$ cat src/rtl/irq_rollup_pkg.sv
package irq_rollup_pkg;
  localparam int unsigned NUM_SRC = 4;
  localparam int unsigned ADDR_W  = 16;
  localparam int unsigned DATA_W  = 32;

  localparam logic [ADDR_W-1:0] OFS_IRQ_STS  = 16'h0000;
  localparam logic [ADDR_W-1:0] OFS_HALT_STS = 16'h0004;
  localparam logic [ADDR_W-1:0] OFS_IRQ_EN   = 16'h0008;
  localparam logic [ADDR_W-1:0] OFS_HALT_EN  = 16'h000C;
  localparam logic [ADDR_W-1:0] OFS_FIN_STS  = 16'h0010;
  localparam logic [ADDR_W-1:0] OFS_GLB_EN   = 16'h0014;

  typedef struct packed {
    logic halt;
    logic irq;
  } glb_pair_t;
endpackage

$ cat src/rtl/irq_sts_stage.sv
module irq_sts_stage #(
  parameter int unsigned W = 4
) (
  input  logic         clk_i,
  input  logic         rst_ni,
  input  logic [W-1:0] src_i,
  output logic [W-1:0] sts_o
);
  always_ff @(posedge clk_i or negedge rst_ni) begin
    if (!rst_ni) sts_o <= '0;
    else         sts_o <= src_i;
  end

  AST_STS_FOLLOWS: assert property (@(posedge clk_i) disable iff (!rst_ni)
    1'b1 |=> (sts_o == $past(src_i)));
endmodule

$ cat src/rtl/irq_mask_or.sv
module irq_mask_or #(
  parameter int unsigned W = 4
) (
  input  logic [W-1:0] sts_i,
  input  logic [W-1:0] en_i,
  output logic         any_o
);
  logic [W-1:0] hit;
  for (genvar g = 0; g < W; g++) begin : g_lane
    assign hit[g] = sts_i[g] & en_i[g];
  end
  assign any_o = |hit;
endmodule

$ cat src/rtl/irq_rollup_regs.sv
module irq_rollup_regs
  import irq_rollup_pkg::*;
#(
  parameter int unsigned         N      = NUM_SRC,
  parameter logic [ADDR_W-1:0]   BASE   = 16'h1000
) (
  input  logic              clk_i,
  input  logic              rst_ni,
  input  logic              wr_i,
  input  logic [ADDR_W-1:0] addr_i,
  input  logic [DATA_W-1:0] wdata_i,
  input  logic [N-1:0]      irq_sts_i,
  input  logic [N-1:0]      halt_sts_i,
  input  glb_pair_t         fin_sts_i,
  output logic [N-1:0]      irq_en_o,
  output logic [N-1:0]      halt_en_o,
  output glb_pair_t         glb_en_o,
  output logic [DATA_W-1:0] rdata_o
);
  logic sel_irq_sts, sel_halt_sts, sel_irq_en, sel_halt_en, sel_fin, sel_glb;

  assign sel_irq_sts  = (addr_i == BASE + OFS_IRQ_STS);
  assign sel_halt_sts = (addr_i == BASE + OFS_HALT_STS);
  assign sel_irq_en   = (addr_i == BASE + OFS_IRQ_EN);
  assign sel_halt_en  = (addr_i == BASE + OFS_HALT_EN);
  assign sel_fin      = (addr_i == BASE + OFS_FIN_STS);
  assign sel_glb      = (addr_i == BASE + OFS_GLB_EN);

  always_ff @(posedge clk_i or negedge rst_ni) begin
    if (!rst_ni) begin
      irq_en_o  <= '0;
      halt_en_o <= '0;
      glb_en_o  <= '0;
    end else if (wr_i) begin
      if (sel_irq_en)  irq_en_o  <= wdata_i[N-1:0];
      if (sel_halt_en) halt_en_o <= wdata_i[N-1:0];
      if (sel_glb)     glb_en_o  <= glb_pair_t'(wdata_i[1:0]);
    end
  end

  always_comb begin
    rdata_o = '0;
    unique case (1'b1)
      sel_irq_sts:  rdata_o[N-1:0] = irq_sts_i;
      sel_halt_sts: rdata_o[N-1:0] = halt_sts_i;
      sel_irq_en:   rdata_o[N-1:0] = irq_en_o;
      sel_halt_en:  rdata_o[N-1:0] = halt_en_o;
      sel_fin:      rdata_o[1:0]   = fin_sts_i;
      sel_glb:      rdata_o[1:0]   = glb_en_o;
      default:      rdata_o        = '0;
    endcase
  end

  AST_EN_HOLD: assert property (@(posedge clk_i) disable iff (!rst_ni)
    !(wr_i && sel_irq_en) |=> $stable(irq_en_o));
  AST_HALT_EN_HOLD: assert property (@(posedge clk_i) disable iff (!rst_ni)
    !(wr_i && sel_halt_en) |=> $stable(halt_en_o));
  AST_UNMAPPED_ZERO: assert property (@(posedge clk_i) disable iff (!rst_ni)
    !(sel_irq_sts | sel_halt_sts | sel_irq_en | sel_halt_en | sel_fin | sel_glb)
      |-> (rdata_o == '0));
endmodule

$ cat src/rtl/irq_rollup.sv
module irq_rollup
  import irq_rollup_pkg::*;
#(
  parameter logic [ADDR_W-1:0] BASE = 16'h1000
) (
  input  logic              clk_i,
  input  logic              rst_ni,
  input  logic              reg_wr_i,
  input  logic [ADDR_W-1:0] reg_addr_i,
  input  logic [DATA_W-1:0] reg_wdata_i,
  output logic [DATA_W-1:0] reg_rdata_o,
  input  logic [NUM_SRC-1:0] leaf_irq_i,
  input  logic [NUM_SRC-1:0] leaf_halt_i,
  output logic              glb_irq_o,
  output logic              glb_halt_o
);
  localparam int unsigned N = NUM_SRC;

  logic [N-1:0] irq_sts, halt_sts, irq_en, halt_en;
  logic         m_irq, m_halt;
  glb_pair_t    fin_nxt, fin_sts, glb_en;

  irq_sts_stage #(.W(N)) u_irq_sts (
    .clk_i(clk_i), .rst_ni(rst_ni), .src_i(leaf_irq_i), .sts_o(irq_sts));
  irq_sts_stage #(.W(N)) u_halt_sts (
    .clk_i(clk_i), .rst_ni(rst_ni), .src_i(leaf_halt_i), .sts_o(halt_sts));

  irq_mask_or #(.W(N)) u_irq_or (
    .sts_i(irq_sts), .en_i(irq_en), .any_o(m_irq));
  irq_mask_or #(.W(N)) u_halt_or (
    .sts_i(halt_sts), .en_i(halt_en), .any_o(m_halt));

  assign fin_nxt.irq  = m_irq;
  assign fin_nxt.halt = m_halt;

  irq_sts_stage #(.W(2)) u_fin_sts (
    .clk_i(clk_i), .rst_ni(rst_ni), .src_i(fin_nxt), .sts_o(fin_sts));

  irq_rollup_regs #(.N(N), .BASE(BASE)) u_regs (
    .clk_i(clk_i), .rst_ni(rst_ni), .wr_i(reg_wr_i), .addr_i(reg_addr_i),
    .wdata_i(reg_wdata_i), .irq_sts_i(irq_sts), .halt_sts_i(halt_sts),
    .fin_sts_i(fin_sts), .irq_en_o(irq_en), .halt_en_o(halt_en),
    .glb_en_o(glb_en), .rdata_o(reg_rdata_o));

  assign glb_irq_o  = fin_sts.irq  & glb_en.irq;
  assign glb_halt_o = fin_sts.halt & glb_en.halt;

  AST_IRQ_NEEDS_LEAF: assert property (@(posedge clk_i) disable iff (!rst_ni)
    glb_irq_o |-> $past(|leaf_irq_i, 2));
  AST_HALT_NEEDS_LEAF: assert property (@(posedge clk_i) disable iff (!rst_ni)
    glb_halt_o |-> $past(|leaf_halt_i, 2));
  AST_IRQ_GATED: assert property (@(posedge clk_i) disable iff (!rst_ni)
    (glb_irq_o || glb_halt_o) |-> (glb_en != '0));
endmodule

$ cat config.mk
export PLATFORM = sky130hd
export DESIGN_NAME = irq_rollup
export DESIGN_NICKNAME = d
export VERILOG_FILES = /design/src/rtl/irq_rollup_pkg.sv /design/src/rtl/irq_sts_stage.sv /design/src/rtl/irq_mask_or.sv /design/src/rtl/irq_rollup_regs.sv /design/src/rtl/irq_rollup.sv
export SDC_FILE = /design/constraint.sdc
export NUM_CORES = 1
export LEC_CHECK = 0
export ABC_CLOCK_PERIOD_IN_PS = 3700
export CAP_MARGIN = 20
export CORE_ASPECT_RATIO = 1.2
export CORE_MARGIN = 4
export CORE_UTILIZATION = 36
export CTS_BUF_LIST = sky130_fd_sc_hd__clkbuf_8
export DETAILED_ROUTE_END_ITERATION = 7
export PLACE_DENSITY_LB_ADDON = 0.1
export REMOVE_ABC_BUFFERS = 1
export SLEW_MARGIN = 10
export SYNTH_ARGS = -nofsm -noshare
export SYNTH_HDL_FRONTEND = slang
export SYNTH_HIERARCHICAL = 1
export SYNTH_SLANG_ARGS = --single-unit
$ cat constraint.sdc
create_clock -name clk_i -period 3.7 [get_ports clk_i]
set_input_delay 0.74 -clock clk_i [delete_from_list [all_inputs] [get_ports clk_i]]
set_output_delay 0.74 -clock clk_i [all_outputs]
set_load 0.01 [all_outputs]
==> flow_summary.toml, run 1 <==
[critical_path]
critPathMaxStageDelay_ns = 0.78
cp.required_ns = 2.96
reg2reg_from = "u_irq_sts/sts_o[2]"
worstPathArrival_ns = 2.76
cpMostUsedCell = "clkdlybuf4s50_1"
crit_path_cell_trace = "clkdlybuf4s50_1 > mux4_2 > mux2i_1 > nor2_1 > clkdlybuf4s50_1"
r2r_cells = 2
cp_max_fo = 8
rrSetupSlack_ns = 2.89
cpMaxStageDelayCell = "clkdlybuf4s50_1"
endpoint_kind = "primary output"
critical_path_class = "in -> out"
rr_endpoint = "u_fin_sts/sts_o[0]"
start_kind = "input port"

[logic_synthesis]
synthCells = 97
synth_seq_cells = 20
syn_area_mm2 = 0.00117
synth_warnings = 6
yosysSeqAreaShare_pct = 42.8
avgSynthCellArea_um2 = 12.1
yosysUniqueCellTypes = 21

[sta]
max_freq_mhz = 286
fin_setup_tns_ns = 0
fin_skew_ns = 0.00424
grt_setup_unrepaired = "no"
relSlewSlack_pct = 42.0
hold_ws_ns = 0.516
finalCritPeriodShare_pct = 94.5
final-setup-viol-count = 0
slew_violations = 0
hold_violations = 0
worst_slew_pin_slew_ns = 0.867
min_period_ns = 3.50

[die]
ios = 93
die-area_mm2 = 0.00423
start_util_pct = 37.9
die_y_um = 70.4
core-area_mm2 = 0.00308
rows = 22
die_w_um = 60.0

[min_path]
min_to = "u_fin_sts/sts_o[1]"
whs_path_depth = 2
hp-class = "reg -> reg"
hold_start = "u_halt_sts/sts_o[1]"

[grt]
grt_pass1_wl_um = 3570
grt_pass1_vias = 812
gr-total-overflow = 0
antenna_found_initial = 0
grtUsageTotal_pct = 11.2
grt_start_max_net_pins = 21

[drt]
firstDrtPassIters = 2
vias = 780
drc = 0
antenna_left = 0
post_drt_via_cell_ratio = 4.64
initialDrtViolationCount = 18
drt-total-wl_um = 2290
wl_per_cell_um = 13.6

[flow_run]
maxCapViolations = 0

[place]
placed_area_mm2 = 0.00145
routabilityCongestion = 0.686
io_buffers = 36
dpl.hpwl_um = 1910

[cts]
cts_resized = 0
cts_made_buffers = 3
cts_tree = "built"
clock_latency_ns = 0.25
clkSlewWorstSetupHoldPaths_ns = 0.07
ctsHoldBuffers = 0
cts_setup_buffers = 0
clockBufferDepth = 2
clock_sinks = 20
root_buffer = "clkbuf_8"
h-tree-depth = 1

[finish]
post-route-cell-area_mm2 = 0.00150
seq_area_um2 = 500
drive_above_1_share_pct = 17.4
area_delta_synth_final_pct = 27.8
diodes = 0
fin_nets = 193
num-fill-cells = 302
final_cell_mix = "36 x clkdlybuf4s50_1, 28 x conb_1, 20 x dfrtp_1"
multi_input_area_um2 = 544
mostFrequentLayoutCell = "clkdlybuf4s50_1"

[pwr]
powerDensity_mw_per_mm2 = 285
p_leak_uw = 0.000684
ir_worst_vdd_mv = 0.205

[status]
outcome = "complete, no violations"
registers in the layout, summed over array words and instances, names as in the netlist:
| name | cells |
|---|---|
| u_fin_sts/sts_o | 2 |
| u_halt_sts/sts_o | 4 |
| u_irq_sts/sts_o | 4 |
| u_regs/glb_en_o | 2 |
| u_regs/halt_en_o | 4 |
| u_regs/irq_en_o | 4 |
worst max-delay path, delay by kind of cell:
kind                   cells  cell delay (ns)
AND/OR/NAND/NOR            1             0.05
multiplexers               2             0.70
buffers and inverters      2             1.26
Yosys cell counts, drive strengths merged:
cell type  count  share of area (%)
buf           29                 18
dfrtp         20                 43
mux2          10                9.6
nor2           6                1.9
a22oi          4                2.6
mux2i          4                3.4
mux4           4                7.7
nand2          3               0.96
nor3b          3                1.9
nor4           3                4.0
and2           2                1.1
clkbuf         2               0.64
nand4          2                1.6
and4b          1               0.96
and4bb         1                1.1
conb           1               0.32
inv            1               0.32
nor4b          1               0.75
cell type report:
class                      instances  area share, %
multi-input combinational         72           36.4
sequential                        20           33.5
timing repair buffer              36           24.1
tap                               36           3.01
clock buffer                       3           2.76
inverter                           1          0.251
cells by family (layout without fill, tap and decap cells):
logic type             Yosys count  count (layout)  share of synthesized area (%)
flip-flops                      20              20                           42.8
AND/OR/NAND/NOR                 22              22                           14.2
AO/OA/AOI/OAI                    4               4                           2.57
other                            1              28                          0.321
buffers and inverters           32              40                           19.4
multiplexers                    18              18                           20.7
power breakdown:
part / leakage, uW / total (uW) / switching [uW] / internal, uW
Sequential: 0.000261 / 226 / 2.52 / 223
Combinational: 0.000402 / 67.3 / 31.4 / 35.8
Clock: 0.0000216 / 134 / 61.6 / 72.3
stage by stage:
| stage | power, uW | worst slack [ns] | cells | util [%] |
|---|---|---|---|---|
| global placement | 296 | 0.182 | 165 | 47.2 |
| global route | 447 | 0.0772 | 168 | 48.5 |
| floorplan | 252 | 1.36 | 93 | - |
| CTS | 433 | 0.182 | 168 | 48.5 |
| finish | 427 | 0.202 | 168 | 48.5 |
| detailed placement | 297 | 0.183 | 165 | 47.2 |
per-layer routing:
layer | vias to the layer above | track usage [%] | share of wire (%)
li1 | 358 | - | -
met1 | 367 | 12.5 | 36
met2 | 51 | 18.8 | 47
met3 | 4 | 2.96 | 15
met4 | 0 | 5.91 | 2.0
met5 | - | 0 | 0
worst max path at each step:
stage | start | endpoint | cells past startpoint
6_report | reg_addr_i[2] | reg_rdata_o[1] | 5
3_3_place_gp | reg_addr_i[2] | reg_rdata_o[1] | 5
5_1_grt | reg_addr_i[2] | reg_rdata_o[0] | 5
4_1_cts | reg_addr_i[2] | reg_rdata_o[1] | 5
2_1_floorplan | reg_addr_i[5] | reg_rdata_o[2] | 3
3_5_place_dp | reg_addr_i[2] | reg_rdata_o[1] | 5
Note: power is estimated with default switching activity, not from simulation.
==> run 2, diff against run 1 <==
--- a/config.mk
+++ b/config.mk
@@ -8,11 +8,11 @@
 export ABC_CLOCK_PERIOD_IN_PS = 3700
 export CAP_MARGIN = 20
 export CORE_ASPECT_RATIO = 1.2
-export CORE_MARGIN = 4
+export CORE_MARGIN = 1.5
 export CORE_UTILIZATION = 36
 export CTS_BUF_LIST = sky130_fd_sc_hd__clkbuf_8
 export DETAILED_ROUTE_END_ITERATION = 7
-export PLACE_DENSITY_LB_ADDON = 0.1
+export PLACE_DENSITY = 0.87
 export REMOVE_ABC_BUFFERS = 1
 export SLEW_MARGIN = 10
 export SYNTH_ARGS = -nofsm -noshare
==> flow_summary.toml, run 2 (synthesis gave the netlist of run 1 again) <==
[status]
outcome = "complete, no violations"

[die]
die_w_um = 55.0
core-area_mm2 = 0.00308
start_util_pct = 37.9
die_y_um = 65.4
die-area_mm2 = 0.00360
rows = 22
ios = 93

[drt]
wl_per_cell_um = 12.8
drt-total-wl_um = 2180
vias = 817
post_drt_via_cell_ratio = 4.81
antenna_left = 0
drc = 0
initialDrtViolationCount = 9
firstDrtPassIters = 4

[grt]
grtUsageTotal_pct = 12.7
grt_pass1_wl_um = 3170
grt_pass1_vias = 743
grt_start_max_net_pins = 21
antenna_found_initial = 0
gr-total-overflow = 0

[sta]
finalCritPeriodShare_pct = 91.9
worst_slew_pin_slew_ns = 0.822
fin_skew_ns = 0.00423
final-setup-viol-count = 0
fin_setup_tns_ns = 0
min_period_ns = 3.40
max_freq_mhz = 294
relSlewSlack_pct = 45.0
grt_setup_unrepaired = "no"
hold_violations = 0
slew_violations = 0

[cts]
clock_latency_ns = 0.26
cts_tree = "built"
cts_setup_buffers = 0
clkSlewWorstSetupHoldPaths_ns = 0.07
ctsHoldBuffers = 0
cts_made_buffers = 3
h-tree-depth = 1
clockBufferDepth = 2
root_buffer = "clkbuf_8"
clock_sinks = 20
cts_resized = 0

[place]
io_buffers = 36
routabilityCongestion = 0.846
placed_area_mm2 = 0.00146
dpl.hpwl_um = 1880

[pwr]
combPwrFrac_pct = 13.4
powerDensity_mw_per_mm2 = 330
p_sw_uw = 102
power.internal_uw = 404
switching_share_pct = 20.2
power.share.clock_pct = 42.0
seqPwrFrac_pct = 44.7
p_leak_uw = 0.000703
ir_worst_vdd_mv = 0.184

[finish]
post-route-cell-area_mm2 = 0.00153
diodes = 0
drive_above_1_share_pct = 18.7
mostFrequentLayoutCell = "clkdlybuf4s50_1"
fin_nets = 194
final_cell_mix = "36 x clkdlybuf4s50_1, 28 x conb_1, 20 x dfrtp_1"
area_delta_synth_final_pct = 31.0
final_core_util_pct = 49.7

[min_path]
whs_path_depth = 1
hp-class = "reg -> reg"
hold_start = "u_regs/glb_en_o[1]"
min_to = "u_regs/glb_en_o[1]"

[critical_path]
cpMostUsedCell = "clkdlybuf4s50_1"
cp.required_ns = 2.96
r2r_cells = 2
cpMaxStageDelayCell = "clkdlybuf4s50_1"
rr_endpoint = "u_fin_sts/sts_o[1]"
worstPathArrival_ns = 2.66
critical_path_class = "in -> out"
cp_max_fo = 7
start_kind = "input port"
endpoint_kind = "primary output"
rrSetupSlack_ns = 2.84
crit_path_cell_trace = "clkdlybuf4s50_1 > mux4_2 > mux2i_1 > nor2_1 > clkdlybuf4s50_1"
critPathMaxStageDelay_ns = 0.69
reg2reg_from = "u_regs/halt_en_o[2]"

[flow_run]
maxCapViolations = 0
run 2: routing by layer:
layer  vias to the layer above  share of wire (%)  global-route usage, %
li1                        361                  -                      -
met1                       386                 32                   13.1
met2                        61                 52                   21.6
met3                         9                 11                   2.50
met4                         0                4.9                   9.45
met5                         -                  0                      0
run 2: final cells by class:
| cell class | instances | area, um^2 |
|---|---|---|
| Fill cell | 273 | 1550 |
| Clock buffer | 3 | 41.3 |
| Clock inverter | 1 | 30.0 |
| Multi-Input combinational cell | 72 | 544 |
| Sequential cell | 20 | 500 |
| Timing Repair Buffer | 37 | 368 |
| Tap cell | 36 | 45.0 |
| Inverter | 1 | 3.75 |
run 2: power groups by stage:
stage                     Clock [uW]  Combinational, uW  Sequential (uW)
final                            212               67.7              226
after global routing             229               75.7              226
after CTS                        219               68.1              226
after detailed placement           0               68.0              230
after global placement             0               66.8              230
after floorplan                    0               23.1              229
run 2: how the worst max path moves through the flow:
stage	from	endpoint	slack [ns]	cells after the start
CTS	reg_addr_i[7]	reg_rdata_o[3]	0.23	5
floorplan	reg_addr_i[5]	reg_rdata_o[2]	1.36	3
detailed placement	reg_addr_i[7]	reg_rdata_o[2]	0.24	5
finish	reg_addr_i[2]	reg_rdata_o[1]	0.30	5
global route	reg_addr_i[7]	reg_rdata_o[3]	0.14	5
global placement	reg_addr_i[7]	reg_rdata_o[2]	0.30	5
run 2: worst max-delay path, delay by kind of cell:
| kind | cells | cell delay, ns |
|---|---|---|
| and+or+nand+nor | 1 | 0.06 |
| muxes | 2 | 0.70 |
| buffers and inverters | 2 | 1.16 |
run 2: per-stage QoR:
stage | power (uW) | setup slack (ns) | cells | hold WS, ns
after global routing | 530 | 0.138 | 170 | 0.535
after detailed placement | 298 | 0.243 | 166 | 0.506
final | 506 | 0.299 | 170 | 0.521
after global placement | 296 | 0.295 | 166 | 0.498
after floorplan | 252 | 1.36 | 93 | 0.444
after CTS | 513 | 0.234 | 170 | 0.522
==> run 3, diff against run 2 <==
--- a/config.mk
+++ b/config.mk
@@ -11,6 +11,7 @@
 export CORE_MARGIN = 1.5
 export CORE_UTILIZATION = 36
 export CTS_BUF_LIST = sky130_fd_sc_hd__clkbuf_8
+export CTS_CLUSTER_DIAMETER = 200
 export DETAILED_ROUTE_END_ITERATION = 7
 export PLACE_DENSITY = 0.87
 export REMOVE_ABC_BUFFERS = 1
==> results of run 3 <==
Same layout as run 2: the final DEF is identical, and so are final timing and power.
